`src/rtl/rvc_pkg.sv`:
```
package rvc_pkg;
  localparam int WIRES = 4;
  localparam int OPW   = 3;
  // wire positions inside the vector; the gate cascade depends on them
  localparam int W1 = 0;
  localparam int W2 = 1;
  localparam int W3 = 2;
  localparam int W4 = 3;
  localparam int LAST_ACTIVE = 5;

  typedef logic [WIRES-1:0] wvec_t;

  typedef enum logic [OPW-1:0] {
    OP_ADD  = 3'd0,
    OP_SUB  = 3'd1,
    OP_AND  = 3'd2,
    OP_OR   = 3'd3,
    OP_NAND = 3'd4,
    OP_NOR  = 3'd5,
    OP_PSA  = 3'd6,
    OP_PSB  = 3'd7
  } op_e;
endpackage

```
`src/rtl/rvc_gate.sv`:
```
module rvc_gate #(
  parameter bit INVERSE = 1'b0
) (
  input  logic a_i,
  input  logic b_i,
  input  logic c_i,
  output logic a_o,
  output logic b_o,
  output logic c_o
);
  generate
    if (INVERSE) begin : g_inv
      logic a_rec;
      logic b_rec;
      assign a_rec = ~a_i;
      assign b_rec = b_i ^ a_rec;
      assign a_o   = a_rec;
      assign b_o   = b_rec;
      assign c_o   = c_i ^ (a_rec & b_rec);
    end else begin : g_fwd
      assign a_o = ~a_i;
      assign b_o = a_i ^ b_i;
      assign c_o = c_i ^ (a_i & b_i);
    end
  endgenerate
endmodule

```
`src/rtl/rvc_loader.sv`:
```
module rvc_loader
  import rvc_pkg::*;
(
  input  logic [OPW-1:0] op_code,
  input  logic           sel_raw,
  input  wvec_t          raw_in,
  input  logic           opnd_x,
  input  logic           opnd_y,
  input  logic           carry_in,
  output wvec_t          vec_o
);
  always_comb begin
    vec_o     = '0;
    vec_o[W1] = opnd_x;
    vec_o[W3] = opnd_y;
    if (sel_raw) begin
      vec_o = raw_in;
    end else begin
      unique case (op_e'(op_code))
        OP_SUB: begin
          vec_o[W2] = opnd_y;
          vec_o[W4] = carry_in;
        end
        OP_AND:  begin vec_o[W2] = 1'b0; vec_o[W4] = 1'b0; end
        OP_OR:   begin vec_o[W2] = 1'b0; vec_o[W4] = 1'b1; end
        OP_NAND: begin vec_o[W2] = 1'b1; vec_o[W4] = 1'b0; end
        OP_NOR:  begin vec_o[W2] = 1'b1; vec_o[W4] = 1'b1; end
        default: begin vec_o[W2] = 1'b0; vec_o[W4] = carry_in; end
      endcase
    end
  end
endmodule

```
`src/rtl/rvc_cascade.sv`:
```
module rvc_cascade
  import rvc_pkg::*;
(
  input  logic [OPW-1:0] op_code,
  input  logic           reverse,
  input  wvec_t          vec_i,
  output wvec_t          vec_o
);
  logic is_sub;
  logic active;
  assign is_sub = (op_e'(op_code) == OP_SUB);
  assign active = (int'(op_code) <= LAST_ACTIVE);

  // forward: stage A (a=w1,b=w3,c=w2), optional NOT w3, stage B (a=w3,b=w4,c=w2), optional NOT w4
  wvec_t fa, fm, fb, fwd;
  assign fa[W4] = vec_i[W4];

  rvc_gate #(.INVERSE(1'b0)) u_fwd_a (
    .a_i(vec_i[W1]), .b_i(vec_i[W3]), .c_i(vec_i[W2]),
    .a_o(fa[W1]),    .b_o(fa[W3]),    .c_o(fa[W2])
  );

  always_comb begin
    fm     = fa;
    fm[W3] = fa[W3] ^ is_sub;
  end

  assign fb[W1] = fm[W1];

  rvc_gate #(.INVERSE(1'b0)) u_fwd_b (
    .a_i(fm[W3]), .b_i(fm[W4]), .c_i(fm[W2]),
    .a_o(fb[W3]), .b_o(fb[W4]), .c_o(fb[W2])
  );

  always_comb begin
    fwd     = fb;
    fwd[W4] = fb[W4] ^ is_sub;
  end

  // inverse: undo the steps above in reverse order
  wvec_t ip, iq, im, inv;
  always_comb begin
    ip     = vec_i;
    ip[W4] = vec_i[W4] ^ is_sub;
  end

  assign iq[W1] = ip[W1];

  rvc_gate #(.INVERSE(1'b1)) u_inv_b (
    .a_i(ip[W3]), .b_i(ip[W4]), .c_i(ip[W2]),
    .a_o(iq[W3]), .b_o(iq[W4]), .c_o(iq[W2])
  );

  always_comb begin
    im     = iq;
    im[W3] = iq[W3] ^ is_sub;
  end

  assign inv[W4] = im[W4];

  rvc_gate #(.INVERSE(1'b1)) u_inv_a (
    .a_i(im[W1]),  .b_i(im[W3]),  .c_i(im[W2]),
    .a_o(inv[W1]), .b_o(inv[W3]), .c_o(inv[W2])
  );

  always_comb begin
    if (!active)      vec_o = vec_i;
    else if (reverse) vec_o = inv;
    else              vec_o = fwd;
  end
endmodule

```
`src/rtl/rev_alu_cell.sv`:
```
module rev_alu_cell
  import rvc_pkg::*;
(
  input  logic [2:0] op_code,
  input  logic       reverse,
  input  logic       sel_raw,
  input  logic [3:0] raw_in,
  input  logic       opnd_x,
  input  logic       opnd_y,
  input  logic       carry_in,
  output logic [3:0] wires_out
);
  wvec_t loaded;

  rvc_loader u_loader (
    .op_code (op_code),
    .sel_raw (sel_raw),
    .raw_in  (raw_in),
    .opnd_x  (opnd_x),
    .opnd_y  (opnd_y),
    .carry_in(carry_in),
    .vec_o   (loaded)
  );

  rvc_cascade u_cascade (
    .op_code(op_code),
    .reverse(reverse),
    .vec_i  (loaded),
    .vec_o  (wires_out)
  );
endmodule

```
`config.mk`:
```
export PLATFORM = sky130hd
export DESIGN_NAME = rev_alu_cell
export DESIGN_NICKNAME = d
export VERILOG_FILES = /design/src/rtl/rvc_pkg.sv /design/src/rtl/rvc_gate.sv /design/src/rtl/rvc_loader.sv /design/src/rtl/rvc_cascade.sv /design/src/rtl/rev_alu_cell.sv
export SDC_FILE = /design/constraint.sdc
export NUM_CORES = 1
export LEC_CHECK = 0
export ABC_AREA = 1
export BUFFER_PORTS_ARGS = -buffer_cell sky130_fd_sc_hd__buf_2
export CORE_AREA = 2 2 39 41
export DETAILED_ROUTE_END_ITERATION = 10
export DIE_AREA = 0 0 41 43
export GPL_TIMING_DRIVEN = 0
export PLACE_DENSITY = 0.54
export SLEW_MARGIN = 25
export SYNTH_ARGS = -nofsm -noshare
export SYNTH_HDL_FRONTEND = slang
export SYNTH_HIERARCHICAL = 1
export SYNTH_SLANG_ARGS = --single-unit
```
`constraint.sdc`:
```
create_clock -name vclk -period 2.3
set_input_delay 0.46 -clock vclk [all_inputs]
set_output_delay 0.46 -clock vclk [all_outputs]
set_load 0.01 [all_outputs]
```
Word level (Yosys, flattened, before mapping)
Index checks and enable logic that the tools add are counted.

Bits in registers: 0. Input bits: 12. Output and inout bits: 4. Word-level logic and storage cells: 36.

$lt $le $gt $ge: 1. Equal/unequal tests: 5. Mux-type cells: 8. Bitwise operators: 19. Reductions and logical operators: 3.

Operators with widths (count): $xor A1 B1 Y1 (12); $mux W4 (2); $eq A3 B2 Y1 const B (2); $eq A3 B3 Y1 const B (2); $reduce_or A2 Y1 (3); $and A1 B1 Y1 (4); $mux W1 (4); $pmux W1 S2 (2); $eq A3 B1 Y1 const B (1); $le A3 B3 Y1 const B (1); $not A1 Y1 (3).

Logic depth before layout (Yosys ltp)
Word-level depth: 11. Depth in mapped cells: 16. Depth with buffers taken out: 16.

Hierarchy
The synthesis kept the hierarchy.

By module, submodules not included: rvc_cascade (times used 1, cells an instance 29, area an instance 160.2 µm², seq. area each 0.0 µm²); rvc_loader (times used 1, cells an instance 22, area an instance 95.1 µm², seq. area each 0.0 µm²); rvc_gate at u_cascade.u_inv_a ... (times used 2, cells an instance 9, area an instance 42.5 µm², seq. area each 0.0 µm²); rvc_gate at u_cascade.u_fwd_a ... (times used 2, cells an instance 7, area an instance 35.0 µm², seq. area each 0.0 µm²).

Least setup slack after synthesis
OpenSTA, ideal clock, no wires.

Path type: input-to-output. Start: input sel_raw. End: output wires_out[3]. Data arrival time: 1.723 ns. Required time: 1.840 ns. Slack: 0.117 ns. Stages: 11. Buffers on the path: 0. Cells stage by stage: inv_2 > nand2_1 > nand2_1 > ha_1 > xnor2_1 > ha_1 > inv_1 > nand3_1 > nand3_2 > nand2_1 > nand2_1.

Cells in the longest elaborated chain, start to end: 7. Elaborated cells on any way between the ends: 12. Classes of those cells: mux (5); bitwise (7).

Ends and longest elaborated chain: start, declared (line rev_alu_cell.sv:6) `input logic sel_raw,`; $mux W1 (line rvc_loader.sv:16) `if (sel_raw) begin`; via loaded[0] (line rev_alu_cell.sv:13) `wvec_t loaded;`; $xor A1 B1 Y1 (line rvc_gate.sv:22) `assign b_o = a_i ^ b_i;`; via u_cascade.fa[2] (line rvc_cascade.sv:15) `wvec_t fa, fm, fb, fwd;`; $xor A1 B1 Y1 (line rvc_cascade.sv:25) `fm[W3] = fa[W3] ^ is_sub;`; via u_cascade.fm[2] (line rvc_cascade.sv:15); $xor A1 B1 Y1 (line rvc_gate.sv:22); via u_cascade.fb[3] (line rvc_cascade.sv:15); $xor A1 B1 Y1 (line rvc_cascade.sv:37) `fwd[W4] = fb[W4] ^ is_sub;`; $mux W4 (line rvc_cascade.sv:68) `else if (reverse) vec_o = inv;`; $mux W4 (line rvc_cascade.sv:67) `if (!active) vec_o = vec_i;`; end, declared (line rev_alu_cell.sv:11) `output logic [3:0] wires_out`.

The timed path passes the listed nets, and every way through them passes these cells.

Final worst setup path
Same ends and word-level chain as after synthesis.

==> impl_results.md <==
- Status: finished clean
- # clk buffers: 0
- Area delta synth->final: 77.74%
- Grt ovf: 0
- Non-Filler Instances: 121
- Clock power share: 0%
- Internal cell power: 102.4 uW
- Via/cell ratio: 4.314
- Vias in the first global route: 439
- Sequential Area: 0 sq um
- Crit. Startpoint: sel_raw
- Minimum clock period: 2295 ps
- Mapped cell area: 410.4 sq um
- Layout cells sized above 1: 47.62%
- Leak: 0.0004175 uW
- DR vias: 522
- PD cells: 284.2 nW/um^2
- Crit path max fanout: 5
- CP Capture Type: primary output
- Die Wd: 41 um
- Multi-input gate area: 429.2 sq um
- Worst Path Arrival: 1840 ps
- Yosys top cell area share: 29.27%
- Critical path class: in2out
- Worst slew pin tran: 453.8 ps
- Placed instance count: 115
- Maximum VDD drop: 0.1323 mV
- Required @ worst endpoint: 1840 ps
- Crit path to: wires_out[3]
- WL final: 1.114 mm
- Starting Density: 29.66%
- Detailed Route Iter0 Violations: 9
- Diodes inserted: 0
- First-pass GRT wire length: 1.766 mm
- Hold Crit Class: in2out
- Count leader, synth: nand2_1
- Post-synthesis sequential area ratio: 0%
- Max Cap Viol: 0
- Yosys top cell by area: nand2_1
- Row count: 14
- Largest net degree at the start of global routing: 8
- Remaining routing DRC violations: 0
- Final Hold Fails: 0
- Netlist cell types: 14
- Antenna viol nets, final: 0
- Nets: 123
- Total global-route track usage: 13.51%
- Die ar.: 1763 sq um
- CTS Hold Bufs: 0
- Post-Synthesis Cells: 83
- Initial antenna violation count: 0
- Max_slew headroom: 69.61%
- Synth Warn #: 6
- Max Fclk: 435.6 MHz
- Hpwl dp: 750.3 um
- Comb power frac: 100.0%
- Period Utilization, post-route: 99.80%
- Min-delay src: reverse
- Top cells by count, synth: nand2_1 (32), inv_1 (18), nor2_1 (6)
- Switching share of power: 50.58%
- Sequential share of power: 0%
- Switching pwr: 104.9 uW
- Startpoint Class: input port
- Routability cong.: 0.7270
- Ports: 16
- DIE HEIGHT: 43 um
- FF+latch count: 0
- Fillers: 147
- Placeable Area: 1384 sq um
- Worst-case hold slack: 1290 ps
- Top cells by area, synth: nand2_1 (29%), inv_1 (16%), ha_1 (12%)
- Drt first pass iters: 4
- Syn Nets: 99
- Syn avg cell area: 4.945 sq um
- Routed WL per cell: 9.207 um
- Port Buffers: 16
- Final slew viol count: 0
- Finish-stage setup viols: 0
- RSZ-0062 raised after global routing: yes
layout by cell type, fill, tap and decap left out:
cell type,instances
nand2_1,24
inv_1,14
buf_2,13
nand2_2,6
nor2_1,6
nand2_4,6
buf_4,6
inv_2,5
a31oi_1,4
buf_12,3
ha_4,3
nand3_1,3
xnor2_1,2
nand3_2,2
clkinv_2,1
nor2_4,1
xnor2_4,1
ha_1,1
inv_4,1
clkinv_8,1
nand3b_1,1
inv_8,1
power by group through the flow:
stage	registers, uW	clock network (uW)	logic (uW)
3_5_place_dp	0	0	137
2_1_floorplan	0	0	97.0
4_1_cts	0	0	165
3_3_place_gp	0	0	135
5_1_grt	0	0	233
6_report	0	0	207
final cells by class:
cell class                      instances  area share, %
Multi-Input combinational cell         60          58.83
Timing Repair Buffer                   22          23.33
Inverter                               23          15.09
Tap cell                               16          2.744
worst min-delay path by stage:
stage               cells after the start  slack [ps]      endpoint
floorplan                               2        1080  wires_out[1]
global route                            4        1320  wires_out[1]
detailed placement                      4        1300  wires_out[1]
finish                                  4        1290  wires_out[1]
global placement                        4        1300  wires_out[1]
CTS                                     4        1290  wires_out[1]
worst max-delay path, cell delays in order:
cell and delay [ps]:
buf_12 110, inv_8 60, nand2_4 50, nand2_4 80, ha_4 220, xnor2_4 200, ha_4 230, inv_2 50
nand3_2 90, nand3_2 70, nand2_1 50, nand2_1 50, buf_2 120
cells by family (layout without fill, tap and decap cells):
logic type | after synthesis | after routing | share of synthesized area [%]
AOI/OAI and AO/OA | 4 | 4 | 6.097
and+or+nand+nor | 49 | 49 | 53.97
xor gates and xnor gates | 3 | 3 | 6.404
adders and majority gates | 4 | 4 | 12.20
buffers and inverters | 23 | 45 | 21.34
stage by stage:
stage                     instance area [sq um]  setup WS, ps  util (%)  power [uW]  TNS, ps
after floorplan                           410.4         117.2         -       97.00        0
after global placement                    510.5        -177.1     36.89       134.6   -351.7
after detailed placement                  510.5        -215.6     36.89       137.3   -407.5
after CTS                                 618.1        -14.91     44.67       165.2   -14.91
after global routing                      729.5        -145.6     52.71       233.3   -227.0
final                                     729.5         4.520     52.71       207.3        0
per-layer routing:
metal,part of all wire (%),up-vias,track usage [%]
met5,0,-,0
met3,2.3,0,0
met1,40,219,19.11
met2,58,9,23.44
li1,-,294,-
met4,0,0,0
repair_timing:
action | in CTS | in global routing
setup endpoints to repair | 2 | 3
setup buffers | 4 | 3
pin swaps | 13 | 13
resized for setup | 20 | 23
endpoints found under the hold margin | 0 | 0
Power figures use the tool's default switching activity.
